===== config.mk =====
export PLATFORM = sky130hd
export DESIGN_NAME = hdlc_rxdet
export DESIGN_NICKNAME = d
export VERILOG_FILES = /design/src/rtl/hdlc_rxdet_pkg.sv /design/src/rtl/hdlc_rxdet_scan.sv /design/src/rtl/hdlc_rxdet_len.sv /design/src/rtl/hdlc_rxdet_ctl.sv /design/src/rtl/hdlc_rxdet.sv
export SDC_FILE = /design/constraint.sdc
export NUM_CORES = 1
export LEC_CHECK = 0
export BUFFER_PORTS_ARGS = -buffer_cell sky130_fd_sc_hd__buf_2
export CAP_MARGIN = 0
export CORE_MARGIN = 4
export CORE_UTILIZATION = 30
export CTS_CLUSTER_DIAMETER = 50
export DETAILED_ROUTE_END_ITERATION = 6
export PLACE_DENSITY = 0.46
export SETUP_SLACK_MARGIN = 0.02
export SKIP_CTS_REPAIR_TIMING = 1
export SYNTH_ARGS = -nofsm -noshare
export SYNTH_HDL_FRONTEND = slang
export SYNTH_SLANG_ARGS = --single-unit

===== constraint.sdc =====
create_clock -name clk -period 2 [get_ports clk]
set_input_delay 0.1 -clock clk [delete_from_list [all_inputs] [get_ports clk]]
set_output_delay 0.1 -clock clk [all_outputs]
set_load 0.05 [all_outputs]

===== src/rtl/hdlc_rxdet_pkg.sv =====
`timescale 1ns/1ps
// Shared types of the HDLC receive flag and abort detector.
package hdlc_rxdet_pkg;
    // Ending code reported with each end-of-packet pulse
    typedef enum logic [1:0] {
        EOP_GOOD    = 2'd0,
        EOP_ABORT   = 2'd1,
        EOP_INVALID = 2'd2
    } eop_kind_e;

    // Reception state: hunting for a flag, between flags, inside a packet
    typedef enum logic [1:0] {
        ST_HUNT  = 2'd0,
        ST_IDLE  = 2'd1,
        ST_FRAME = 2'd2
    } rx_state_e;
endpackage


===== src/rtl/hdlc_rxdet_scan.sv =====
`timescale 1ns/1ps
// Pattern scanner. It keeps a window of recent bits and a run length of ones.
// It flags, for the bit now offered, a closing flag zero, the seventh one of
// an abort, a stuffed zero, and a completed go-ahead pattern.
// Assumes: the hit outputs matter only when bit_en is high.
module hdlc_rxdet_scan #(
    parameter int RUN_W = 3
) (
    input  logic clk,
    input  logic rst_n,
    input  logic bit_en,
    input  logic rx_bit,
    output logic flag_hit,
    output logic abort_hit,
    output logic stuff_hit,
    output logic ga_hit
);
    localparam int FLAG_ONES  = 6;
    localparam int STUFF_ONES = 5;
    localparam int WIN_W      = FLAG_ONES + 1;
    localparam logic [RUN_W-1:0] RUN_MAX = '1;

    logic [WIN_W-1:0] win_q;
    logic [RUN_W-1:0] ones_q;

    // Shift the window and track the run of ones on each strobe
    always_ff @(posedge clk) begin
        if (!rst_n) begin
            win_q  <= '1;
            ones_q <= '0;
        end else if (bit_en) begin
            win_q  <= {win_q[WIN_W-2:0], rx_bit};
            if (rx_bit)
                ones_q <= (ones_q == RUN_MAX) ? ones_q : ones_q + 1'b1;
            else
                ones_q <= '0;
        end
    end

    // Decode the offered bit against the current run and window
    always_comb begin
        flag_hit  = !rx_bit && (ones_q == RUN_W'(FLAG_ONES));
        abort_hit =  rx_bit && (ones_q == RUN_W'(FLAG_ONES));
        stuff_hit = !rx_bit && (ones_q == RUN_W'(STUFF_ONES));
        ga_hit    = ({win_q, rx_bit} == {1'b0, {WIN_W{1'b1}}});
    end
endmodule


===== src/rtl/hdlc_rxdet_len.sv =====
`timescale 1ns/1ps
// Bit counter. It counts the bits accepted since the last flag, abort or
// overflow, and stops at its maximum value.
// Assumes: clr takes priority over inc.
module hdlc_rxdet_len #(
    parameter int CNT_W = 16
) (
    input  logic             clk,
    input  logic             rst_n,
    input  logic             clr,
    input  logic             inc,
    output logic [CNT_W-1:0] cnt
);
    localparam logic [CNT_W-1:0] CNT_MAX = '1;

    logic [CNT_W-1:0] cnt_q;

    // Clear, or count up with saturation
    always_ff @(posedge clk) begin
        if (!rst_n)
            cnt_q <= '0;
        else if (clr)
            cnt_q <= '0;
        else if (inc && cnt_q != CNT_MAX)
            cnt_q <= cnt_q + 1'b1;
    end

    assign cnt = cnt_q;
endmodule


===== src/rtl/hdlc_rxdet_ctl.sv =====
`timescale 1ns/1ps
// Frame controller. From the scanner hits and the bit count it tracks the
// reception state, decides on packet start and end, classifies the ending,
// and drives all pulse outputs as registers.
// Assumes: the counted bits at a closing flag include the seven flag bits
// before its last zero; at an abort they include the six leading ones.
module hdlc_rxdet_ctl
    import hdlc_rxdet_pkg::*;
#(
    parameter int CNT_W          = 16,
    parameter int MIN_ABORT_BITS = 26
) (
    input  logic             clk,
    input  logic             rst_n,
    input  logic             bit_en,
    input  logic             ovf_in,
    input  logic             flag_hit,
    input  logic             abort_hit,
    input  logic             stuff_hit,
    input  logic             ga_hit,
    input  logic [CNT_W-1:0] cnt,
    output logic             cnt_clr,
    output logic             cnt_inc,
    output logic             rx_on,
    output logic             frame_start,
    output logic             eop,
    output logic [1:0]       eop_kind,
    output logic             frame_abort,
    output logic             go_ahead,
    output logic [CNT_W-1:0] pkt_bits
);
    localparam logic [CNT_W-1:0] FLAG_BODY  = CNT_W'(7);
    localparam logic [CNT_W-1:0] ABORT_BODY = CNT_W'(6);
    localparam logic [CNT_W-1:0] ABORT_CNT  = CNT_W'(MIN_ABORT_BITS + 6);

    rx_state_e        st_q;
    eop_kind_e        kind_q;
    logic             start_q, eop_q, fa_q, ga_q;
    logic [CNT_W-1:0] bits_q;

    // Counter control: restart on flag, abort or overflow; count kept bits
    always_comb begin
        cnt_clr = ovf_in || (bit_en && (flag_hit || abort_hit));
        cnt_inc = bit_en && !ovf_in && !flag_hit && !abort_hit && !stuff_hit
                  && (st_q != ST_HUNT);
    end

    // State transitions and registered event pulses
    always_ff @(posedge clk) begin
        if (!rst_n) begin
            st_q    <= ST_HUNT;
            kind_q  <= EOP_GOOD;
            start_q <= 1'b0;
            eop_q   <= 1'b0;
            fa_q    <= 1'b0;
            ga_q    <= 1'b0;
            bits_q  <= '0;
        end else begin
            start_q <= 1'b0;
            eop_q   <= 1'b0;
            fa_q    <= 1'b0;
            ga_q    <= bit_en && ga_hit;
            if (ovf_in) begin
                st_q <= ST_HUNT;
            end else if (bit_en) begin
                if (flag_hit) begin
                    if (st_q == ST_FRAME) begin
                        eop_q  <= 1'b1;
                        kind_q <= (cnt[2:0] == 3'b111) ? EOP_GOOD : EOP_INVALID;
                        bits_q <= cnt - FLAG_BODY;
                    end
                    st_q <= ST_IDLE;
                end else if (abort_hit) begin
                    if (st_q == ST_FRAME) begin
                        eop_q  <= 1'b1;
                        kind_q <= EOP_ABORT;
                        bits_q <= cnt - ABORT_BODY;
                        fa_q   <= (cnt >= ABORT_CNT);
                    end
                    st_q <= ST_HUNT;
                end else if (!stuff_hit && st_q == ST_IDLE && cnt == FLAG_BODY) begin
                    start_q <= 1'b1;
                    st_q    <= ST_FRAME;
                end
            end
        end
    end

    assign rx_on       = (st_q != ST_HUNT);
    assign frame_start = start_q;
    assign eop         = eop_q;
    assign eop_kind    = kind_q;
    assign frame_abort = fa_q;
    assign go_ahead    = ga_q;
    assign pkt_bits    = bits_q;
endmodule


===== src/rtl/hdlc_rxdet.sv =====
`timescale 1ns/1ps
// HDLC receive flag and abort detector, top level. It joins the pattern
// scanner, the bit counter and the frame controller.
// Assumes: one serial bit per cycle with bit_en high; ovf_in may come at any cycle.
module hdlc_rxdet #(
    parameter int CNT_W          = 16,
    parameter int MIN_ABORT_BITS = 26,
    parameter int RUN_W          = 3
) (
    input  logic             clk,
    input  logic             rst_n,
    input  logic             bit_en,
    input  logic             rx_bit,
    input  logic             ovf_in,
    output logic             rx_on,
    output logic             frame_start,
    output logic             eop,
    output logic [1:0]       eop_kind,
    output logic             frame_abort,
    output logic             go_ahead,
    output logic [CNT_W-1:0] pkt_bits,
    output logic [CNT_W-1:0] bit_count
);
    logic             flag_hit, abort_hit, stuff_hit, ga_hit;
    logic             cnt_clr, cnt_inc;
    logic [CNT_W-1:0] cnt;

    hdlc_rxdet_scan #(.RUN_W(RUN_W)) u_scan (
        .clk(clk), .rst_n(rst_n), .bit_en(bit_en), .rx_bit(rx_bit),
        .flag_hit(flag_hit), .abort_hit(abort_hit),
        .stuff_hit(stuff_hit), .ga_hit(ga_hit)
    );

    hdlc_rxdet_len #(.CNT_W(CNT_W)) u_len (
        .clk(clk), .rst_n(rst_n), .clr(cnt_clr), .inc(cnt_inc), .cnt(cnt)
    );

    hdlc_rxdet_ctl #(.CNT_W(CNT_W), .MIN_ABORT_BITS(MIN_ABORT_BITS)) u_ctl (
        .clk(clk), .rst_n(rst_n), .bit_en(bit_en), .ovf_in(ovf_in),
        .flag_hit(flag_hit), .abort_hit(abort_hit), .stuff_hit(stuff_hit),
        .ga_hit(ga_hit), .cnt(cnt), .cnt_clr(cnt_clr), .cnt_inc(cnt_inc),
        .rx_on(rx_on), .frame_start(frame_start), .eop(eop),
        .eop_kind(eop_kind), .frame_abort(frame_abort), .go_ahead(go_ahead),
        .pkt_bits(pkt_bits)
    );

    assign bit_count = cnt;
endmodule


==> results.yml, run 1 <==
critical_path:
  timing.critical_path.required_ns: 2.24
  timing.critical_path.to_type: "flip-flop"
  ff2ff_setup_slack_ns: 0.14
  worst-path-max-fanout: 14
  critical_path.slowest_cell: "sky130_fd_sc_hd__dfxtp_1"
  critical_path_class: "flip-flop to flip-flop"
  crit_path_cell_trace: "and3_1 > nand4_1 > buf_4 > or4_1 > a21oi_1"
  worstSetupStartpointType: "flip-flop"
  startpoint: "u_len.cnt[3]"
  worst_path_largest_cell_delay_ns: 0.64
  worst-endpoint-arrival_ns: 2.10
  r2r_start: "u_len.cnt[3]"
timing:
  finClkSkew_ns: 0.00789
  grt_setup_unrepaired: "false"
  maxSlewViolCount: 0
  max_slew_margin_pct: 60.6
  fmaxAchievable_mhz: 538
  post-route-period-util_pct: 92.9
  timing.final.crit_period_ns: 1.86
  worst_slew_pin_slew_ns: 0.579
  post-route-worst-setup-slack_ns: 0.141
  finalHoldViolCount: 0
  final.setup.tns_ns: 0
  setup_viol: 0
clock_tree:
  cts_made_buffers: 5
  cts_htree_levels: 2
  cts_num_sinks: 50
  clk_pin_slew_ns: 0.10
  cts_buffer_depth: 2
  clock_insertion_delay_worst_skew_ns: 0.31
  clk_root_buffer_cell: "sky130_fd_sc_hd__clkbuf_8"
  cts_tree: "built"
synth:
  postSynthRegisterBits: 50
  synth.yosys.warnings: 0
  netlist_area_before_placement_sq_um: 2790
  post_synth_inst_count: 322
  postSynth.asyncResetShare_pct: 0
  ys_types: 54
  synth_edf_count: 0
  ys_seq_area_share_pct: 35.9
  synth_ff_type: "sky130_fd_sc_hd__dfxtp_1"
  avgSynthCellArea_sq_um: 8.65
  synth_fp_nets: 336
power_and_ir_drop:
  power.share.switching_pct: 23.5
  peak_supply_drop_mv: 0.206
  finalPower_w: 0.00170
  power_frac_seq_pct: 58.9
  power.leakage_nw: 1.47
  switching_power_w: 0.000400
  power.combinational.fraction_pct: 3.9
  clock_power_share_pct: 37.2
  power.density_cell_area_nw_per_um2: 507
  internal_power_w: 0.00130
global_routing:
  globalRouteOverflowTotal: 0
  first_global_vias: 2424
  grt_start_max_net_pins: 17
  grt_first_pass_wirelength_microns: 13300
  grt_antenna_before_repair: 0
  grt_use_total_pct: 14.8
finish:
  final_core_utilization_pct: 37.8
  layout.area.seq_sq_um: 1000
  drive_above_1_share_pct: 27.7
  final.fill_count: 918
  design_area_sq_um: 3360
  num_antenna_cells: 0
  multi_input_comb_area_sq_um: 1640
  syn2layout_area_growth_pct: 20.5
  final_cell_mix: "47 x sky130_fd_sc_hd__dfxtp_1, 43 x sky130_fd_sc_hd__buf_2, 31 x sky130_fd_sc_hd__nand2_1, 27 x sky130_fd_sc_hd__buf_4, 21 x sky130_fd_sc_hd__o21ai_0"
  final_common_cell: "sky130_fd_sc_hd__dfxtp_1"
  finalNetCount: 389
placement:
  dp_worst_setup_slack_ns: 0.0380
  placed_area_sq_um: 3240
  post-dp-hpwl_microns: 5780
  gp_congestion: 0.809
  port_buffer_count: 43
detailed_routing:
  wl_microns: 7820
  viasPerCell: 5.35
  detailroute.via_count: 2588
  detail_route.first_pass.iterations: 4
  drtAntennaViolNets: 0
  wire_per_inst_microns: 16.2
  post-route-drc-count: 0
  drt-initial-drc-count: 195
floorplan:
  dieWidth_microns: 104
  core.rowCount: 34
  initial_utilization_pct: 31.3
  ioPinCount: 44
  fp.dieArea_sq_um: 10900
  core_area_sq_um: 8890
  die_height_microns: 104
min_path:
  min-delay-start: "rx_bit"
  min-delay-path-class: "input port to flip-flop"
run_status:
  outcome: "completed"
job:
  cap_violations: 0
==> cell families after synthesis <==
logic type	Yosys count	share of synthesized area, %
XOR/XNOR	3	0.943
adder cells (fa/ha/maj)	9	4.04
AND/OR/NAND/NOR	130	28.8
buffers and inverters	34	6.02
AO/OA/AOI/OAI	80	18.5
multiplexers	16	5.75
flip-flops	50	35.9
==> flip-flops by register name, indices dropped and copies added (netlist names) <==
name / cells
u_ctl.eop: 1
u_ctl.eop_kind: 2
u_ctl.frame_abort: 1
u_ctl.frame_start: 1
u_ctl.go_ahead: 1
u_ctl.pkt_bits: 16
u_ctl.st_q: 2
u_len.cnt: 16
u_scan.ones_q: 3
u_scan.win_q: 7
==> stage by stage <==
step | cells | hold slack, ns
final | 484 | 0.141
after global routing | 484 | 0.154
after CTS | 483 | 0.124
after detailed placement | 475 | 0.447
after global placement | 475 | 0.437
after floorplan | 322 | 0.250
==> power groups by stage <==
stage / clock [W] / combinational, W / sequential (W)
after global placement: 0 / 0.0000678 / 0.00103
final: 0.000633 / 0.0000670 / 0.00100
after detailed placement: 0 / 0.0000675 / 0.00103
after global routing: 0.000701 / 0.0000754 / 0.00100
after CTS: 0.000665 / 0.0000677 / 0.00100
after floorplan: 0 / 0.0000405 / 0.00103
==> cell usage after synthesis, types with 2 or more instances <==
cell | n | share of area (%)
sky130_fd_sc_hd__a211oi_1 | 3 | 0.81
sky130_fd_sc_hd__a21oi_1 | 18 | 3.2
sky130_fd_sc_hd__a22oi_1 | 3 | 0.81
sky130_fd_sc_hd__a31oi_1 | 10 | 2.2
sky130_fd_sc_hd__and2_1 | 4 | 0.90
sky130_fd_sc_hd__and3_1 | 4 | 0.90
sky130_fd_sc_hd__buf_2 | 11 | 2.0
sky130_fd_sc_hd__buf_6 | 3 | 1.2
sky130_fd_sc_hd__clkbuf_1 | 10 | 1.3
sky130_fd_sc_hd__dfxtp_1 | 50 | 36
sky130_fd_sc_hd__ha_1 | 9 | 4.0
sky130_fd_sc_hd__inv_1 | 8 | 1.1
sky130_fd_sc_hd__mux2i_1 | 16 | 5.7
sky130_fd_sc_hd__nand2_1 | 31 | 4.2
sky130_fd_sc_hd__nand2b_1 | 7 | 1.6
sky130_fd_sc_hd__nand3_1 | 12 | 2.2
sky130_fd_sc_hd__nand4_1 | 9 | 2.0
sky130_fd_sc_hd__nand4b_1 | 2 | 0.63
sky130_fd_sc_hd__nand4bb_1 | 2 | 0.81
sky130_fd_sc_hd__nor2_1 | 10 | 1.3
sky130_fd_sc_hd__nor3_1 | 9 | 1.6
sky130_fd_sc_hd__nor3_2 | 3 | 1.1
sky130_fd_sc_hd__nor4_4 | 2 | 1.5
sky130_fd_sc_hd__o211ai_1 | 3 | 0.81
sky130_fd_sc_hd__o21a_1 | 2 | 0.54
sky130_fd_sc_hd__o21ai_0 | 21 | 3.8
sky130_fd_sc_hd__o21ai_1 | 3 | 0.54
sky130_fd_sc_hd__o31ai_1 | 12 | 3.2
sky130_fd_sc_hd__or3_1 | 7 | 1.6
sky130_fd_sc_hd__or4_1 | 12 | 3.2
sky130_fd_sc_hd__xnor2_1 | 3 | 0.94
==> critical path: cells and delay by family (launching register included) <==
| kind | cells | cell delay (ns) |
|---|---|---|
| compound gates | 1 | 0.14 |
| buf+inv | 1 | 0.18 |
| flops | 1 | 0.64 |
| simple gates | 3 | 0.83 |
==> final cells by class <==
class | count | area share [%]
clock inverter | 2 | 0.373
multi-input combinational | 238 | 48.7
sequential | 50 | 29.9
timing repair buffer | 72 | 13.6
inverter | 8 | 0.894
tap | 108 | 4.02
clock buffer | 6 | 2.46
==> worst paths after layout <==
kind / cells after the start / endpoint
setup / recovery: 5 / u_len.cnt[8]
hold / removal: 3 / u_ctl.eop_kind[0]
setup reg to reg: 5 / u_len.cnt[8]
hold reg to reg: 2 / u_ctl.pkt_bits[1]
==> metal layers <==
layer / GRT usage, % / share of wire, %
met1: 22.4 / 52
met2: 20.6 / 42
met3: 3.41 / 4.8
met4: 4.08 / 1.6
met5: 0 / 0
Power figures use the tool's default switching activity.
==> run 2, diff against run 1 <==
- GPL_TIMING_DRIVEN: unset -> 0
==> results.yml, run 2 (synthesis results as in run 1) <==
floorplan:
  fp.dieArea_sq_um: 10900
  core_area_sq_um: 8890
  core.rowCount: 34
  ioPinCount: 44
  die_height_microns: 104
  initial_utilization_pct: 31.3
  dieWidth_microns: 104
global_routing:
  grt_use_total_pct: 14.5
  first_global_vias: 2418
  grt_start_max_net_pins: 17
  grt_antenna_before_repair: 0
  globalRouteOverflowTotal: 0
  grt_first_pass_wirelength_microns: 12800
critical_path:
  critPathTopFamily: "simple AND/OR/NAND/NOR gates"
  crit_path_cell_trace: "ha_2 > a211oi_2 > mux2i_4 > or4_2 > a31oi_1"
  startpoint: "u_len.cnt[2]"
  crit-reg2reg-capture: "u_ctl.pkt_bits[7]"
  critical_path.slowest_cell: "sky130_fd_sc_hd__or4_2"
  critical_path_stages: 5
  worst_path_largest_cell_delay_ns: 0.55
  ff2ff_setup_slack_ns: 0.11
  worstSetupStartpointType: "flip-flop"
  r2r_start: "u_len.cnt[2]"
  crit_path_end: "u_ctl.pkt_bits[7]"
  worst-endpoint-arrival_ns: 2.13
  timing.critical_path.to_type: "flip-flop"
  cp_num_buf_inv: 0
  worstRegToRegCells: 5
  critical_path_class: "flip-flop to flip-flop"
  worst-path-max-fanout: 11
  timing.critical_path.required_ns: 2.24
clock_tree:
  clk_root_buffer_cell: "sky130_fd_sc_hd__clkbuf_8"
  cts_num_sinks: 50
  clk_pin_slew_ns: 0.11
  cts_buffer_depth: 2
  cts_htree_levels: 2
  cts_tree: "built"
  cts_made_buffers: 5
  clock_insertion_delay_worst_skew_ns: 0.31
power_and_ir_drop:
  finalPower_w: 0.00182
  power.density_cell_area_nw_per_um2: 540
  peak_supply_drop_mv: 0.286
  power.leakage_nw: 1.47
detailed_routing:
  drt-initial-drc-count: 156
  viasPerCell: 5.29
  wl_microns: 7860
  detail_route.first_pass.iterations: 4
  drtAntennaViolNets: 0
  post-route-drc-count: 0
  wire_per_inst_microns: 16.2
  detailroute.via_count: 2566
timing:
  worst_slew_pin_slew_ns: 0.564
  maxSlewViolCount: 0
  timing.final.crit_period_ns: 1.89
  post-route-period-util_pct: 94.5
  grt_setup_unrepaired: "true"
  post-route-worst-setup-slack_ns: 0.111
  finalHoldViolCount: 0
  fmaxAchievable_mhz: 529
  setup_viol: 0
  max_slew_margin_pct: 62.4
  finClkSkew_ns: 0.0111
placement:
  post-dp-hpwl_microns: 5690
  gp_congestion: 0.784
  numPlacedInstances: 473
  port_buffer_count: 43
  dp_worst_setup_slack_ns: -0.137
finish:
  final_common_cell: "sky130_fd_sc_hd__buf_2"
  syn2layout_area_growth_pct: 21.2
  num_antenna_cells: 0
  finalNetCount: 390
  final.fill_count: 924
  drive_above_1_share_pct: 28.6
  final_cell_mix: "54 x sky130_fd_sc_hd__buf_2, 44 x sky130_fd_sc_hd__dfxtp_1, 30 x sky130_fd_sc_hd__nand2_1, 21 x sky130_fd_sc_hd__o21ai_0, 17 x sky130_fd_sc_hd__a21oi_1"
  finalNonFillerCells: 485
job:
  cap_violations: 0
run_status:
  outcome: "completed"
min_path:
  min-delay-path-class: "input port to flip-flop"
-- run 2: stage by stage --
stage	area (sq um)	hold slack (ns)	TNS (ns)	utilization (%)
2_1_floorplan	2790	0.250	-0.0255	-
3_3_place_gp	3140	0.442	-1.56	35.3
3_5_place_dp	3140	0.445	-1.70	35.3
4_1_cts	3250	0.125	-2.30	36.6
5_1_grt	3380	0.145	-0.00467	38.0
6_report	3380	0.140	0	38.0
-- run 2: worst min path at each step --
| stage | startpoint | endpoint | slack, ns | depth (start not counted) |
|---|---|---|---|---|
| floorplan | rst_n | u_ctl.frame_abort | 0.25 | 2 |
| global placement | u_ctl.eop_kind[1] | u_ctl.eop_kind[1] | 0.44 | 2 |
| detailed placement | u_ctl.eop_kind[1] | u_ctl.eop_kind[1] | 0.45 | 2 |
| CTS | rst_n | u_ctl.frame_abort | 0.13 | 3 |
| global route | rst_n | u_ctl.frame_abort | 0.14 | 3 |
| finish | rst_n | u_ctl.go_ahead | 0.14 | 3 |
-- run 2: worst register-to-register path: stages (launching register included) --
cell	delay [ns]
sky130_fd_sc_hd__dfxtp_2	0.40
sky130_fd_sc_hd__ha_2	0.25
sky130_fd_sc_hd__a211oi_2	0.30
sky130_fd_sc_hd__mux2i_4	0.14
sky130_fd_sc_hd__or4_2	0.55
sky130_fd_sc_hd__a31oi_1	0.18
-- run 2: routing by layer --
layer | global-route usage [%] | share of wire, % | up-vias
met3 | 2.92 | 4.2 | 7
met2 | 21.9 | 43 | 45
li1 | - | - | 1300
met4 | 3.13 | 0.89 | 0
met5 | 0 | 0 | -
met1 | 21.1 | 52 | 1214
-- run 2: layout make-up --
class                           count  area [sq um]  share of cell area (%)
Multi-Input combinational cell    238          1690                    50.1
Sequential cell                    50          1010                    29.9
Timing Repair Buffer               48           253                    7.48
Buffer                             25           143                    4.22
Tap cell                          108           135                    4.00
Clock buffer                        5          68.8                    2.04
Clock inverter                      3          45.0                    1.33
Inverter                            8          30.0                   0.889
-- run 2: report_power, final --
| part | leakage, nW | switching (W) | internal [W] |
|---|---|---|---|
| Clock | 0.0504 | 0.000383 | 0.000373 |
| Sequential | 0.407 | 0.00000485 | 0.000998 |
| Combinational | 1.01 | 0.0000430 | 0.0000215 |
| Total | 1.47 | 0.000431 | 0.00139 |
==> run 3, diff against run 2 <==
- CORE_MARGIN: 4 -> unset
==> results.yml, run 3 (synthesis results as in run 1) <==
floorplan:
  core.rowCount: 34
  ioPinCount: 44
  die_height_microns: 98.4
  initial_utilization_pct: 31.5
  dieWidth_microns: 98.4
  core_area_sq_um: 8850
  fp.dieArea_sq_um: 9680
power_and_ir_drop:
  peak_supply_drop_mv: 0.223
  finalPower_w: 0.00173
  power.leakage_nw: 1.46
  power.density_cell_area_nw_per_um2: 518
detailed_routing:
  post-route-drc-count: 0
  viasPerCell: 5.21
  detailroute.via_count: 2523
  drtAntennaViolNets: 0
  wl_microns: 7580
  wire_per_inst_microns: 15.7
  detail_route.first_pass.iterations: 6
  drt-initial-drc-count: 121
finish:
  final.fill_count: 930
  finalNetCount: 389
  final_common_cell: "sky130_fd_sc_hd__buf_2"
  num_antenna_cells: 0
  syn2layout_area_growth_pct: 19.8
  final_cell_mix: "55 x sky130_fd_sc_hd__buf_2, 46 x sky130_fd_sc_hd__dfxtp_1, 31 x sky130_fd_sc_hd__nand2_1, 21 x sky130_fd_sc_hd__o21ai_0, 17 x sky130_fd_sc_hd__a21oi_1"
  drive_above_1_share_pct: 27.4
  final_core_utilization_pct: 37.7
placement:
  post-dp-hpwl_microns: 5580
  dp_worst_setup_slack_ns: -0.133
  port_buffer_count: 43
  gp_congestion: 0.781
critical_path:
  r2r_start: "u_len.cnt[1]"
  crit-reg2reg-capture: "u_len.cnt[10]"
  timing.critical_path.required_ns: 2.26
  worstSetupStartpointType: "flip-flop"
  worstRegToRegCells: 6
  worst-endpoint-arrival_ns: 2.14
  critical_path_class: "flip-flop to flip-flop"
  ff2ff_setup_slack_ns: 0.11
  worst-path-max-fanout: 9
  timing.critical_path.to_type: "flip-flop"
clock_tree:
  cts_made_buffers: 5
  cts_num_sinks: 50
  clock_insertion_delay_worst_skew_ns: 0.32
  cts_tree: "built"
  cts_buffer_depth: 2
  clk_root_buffer_cell: "sky130_fd_sc_hd__clkbuf_8"
  clk_pin_slew_ns: 0.11
  cts_htree_levels: 2
timing:
  fmaxAchievable_mhz: 530
  final.setup.tns_ns: 0
  worst_slew_pin_slew_ns: 0.581
  finalHoldViolCount: 0
  finClkSkew_ns: 0.0171
  setup_viol: 0
  maxSlewViolCount: 0
  post-route-period-util_pct: 94.3
  post-route-worst-setup-slack_ns: 0.113
  timing.final.crit_period_ns: 1.89
  grt_setup_unrepaired: "false"
  max_slew_margin_pct: 61.3
global_routing:
  grt_antenna_before_repair: 0
  first_global_vias: 2560
  grt_first_pass_wirelength_microns: 13100
  grt_start_max_net_pins: 17
  grt_use_total_pct: 17.0
  globalRouteOverflowTotal: 0
min_path:
  min_path_cells: 3
  min-delay-path-class: "input port to flip-flop"
  min-delay-start: "rst_n"
  timing.hold.worst_endpoint: "u_ctl.frame_abort"
job:
  cap_violations: 0
run_status:
  outcome: "completed"
run 3: layer usage:
layer  vias up  part of all wire, %  track usage [%]
met1      1176                   52             23.8
met3         8                  3.2             3.36
li1       1303                    -                -
met2        36                   44             25.9
met5         -                    0                0
met4         0                  1.3             5.97
run 3: critical path, stage by stage, from the launching register on:
cell,delay (ns)
sky130_fd_sc_hd__dfxtp_2,0.44
sky130_fd_sc_hd__ha_2,0.27
sky130_fd_sc_hd__and4b_1,0.22
sky130_fd_sc_hd__nand4_1,0.10
sky130_fd_sc_hd__buf_4,0.18
sky130_fd_sc_hd__or4_1,0.47
sky130_fd_sc_hd__a21oi_1,0.16
run 3: power by group:
| group | internal [W] | total, W | switching [W] |
|---|---|---|---|
| Clock | 0.000286 | 0.000662 | 0.000377 |
| Combinational | 0.0000216 | 0.0000652 | 0.0000436 |
| Sequential | 0.000998 | 0.00100 | 0.00000461 |
run 3: cell type report:
class,count,area [sq um],area share (%)
timing repair buffer,47,245,7.35
clock buffer,6,82.6,2.47
inverter,8,30.0,0.900
buffer,25,139,4.16
tap,108,135,4.05
multi-input combinational,238,1680,50.4
sequential,50,1010,30.2
clock inverter,2,16.3,0.487
run 3: stage by stage:
| step | cell area, sq um | hold slack [ns] | cells |
|---|---|---|---|
| floorplan | 2790 | 0.250 | 322 |
| global placement | 3140 | 0.441 | 473 |
| detailed placement | 3140 | 0.449 | 473 |
| CTS | 3240 | 0.140 | 481 |
| global route | 3340 | 0.173 | 484 |
| finish | 3340 | 0.148 | 484 |
run 3: worst max-delay path by stage:
stage                startpoint  slack, ns                  to  cells past startpoint
2_1_floorplan      u_len.cnt[8]      -0.03       u_len.cnt[14]                      4
3_3_place_gp       u_len.cnt[0]      -0.12       u_len.cnt[10]                      5
3_5_place_dp   u_scan.ones_q[0]      -0.13  u_ctl.pkt_bits[10]                      7
4_1_cts        u_scan.ones_q[0]      -0.14  u_ctl.pkt_bits[10]                      7
5_1_grt        u_scan.ones_q[0]       0.02       u_len.cnt[10]                      7
6_report           u_len.cnt[1]       0.11       u_len.cnt[10]                      6
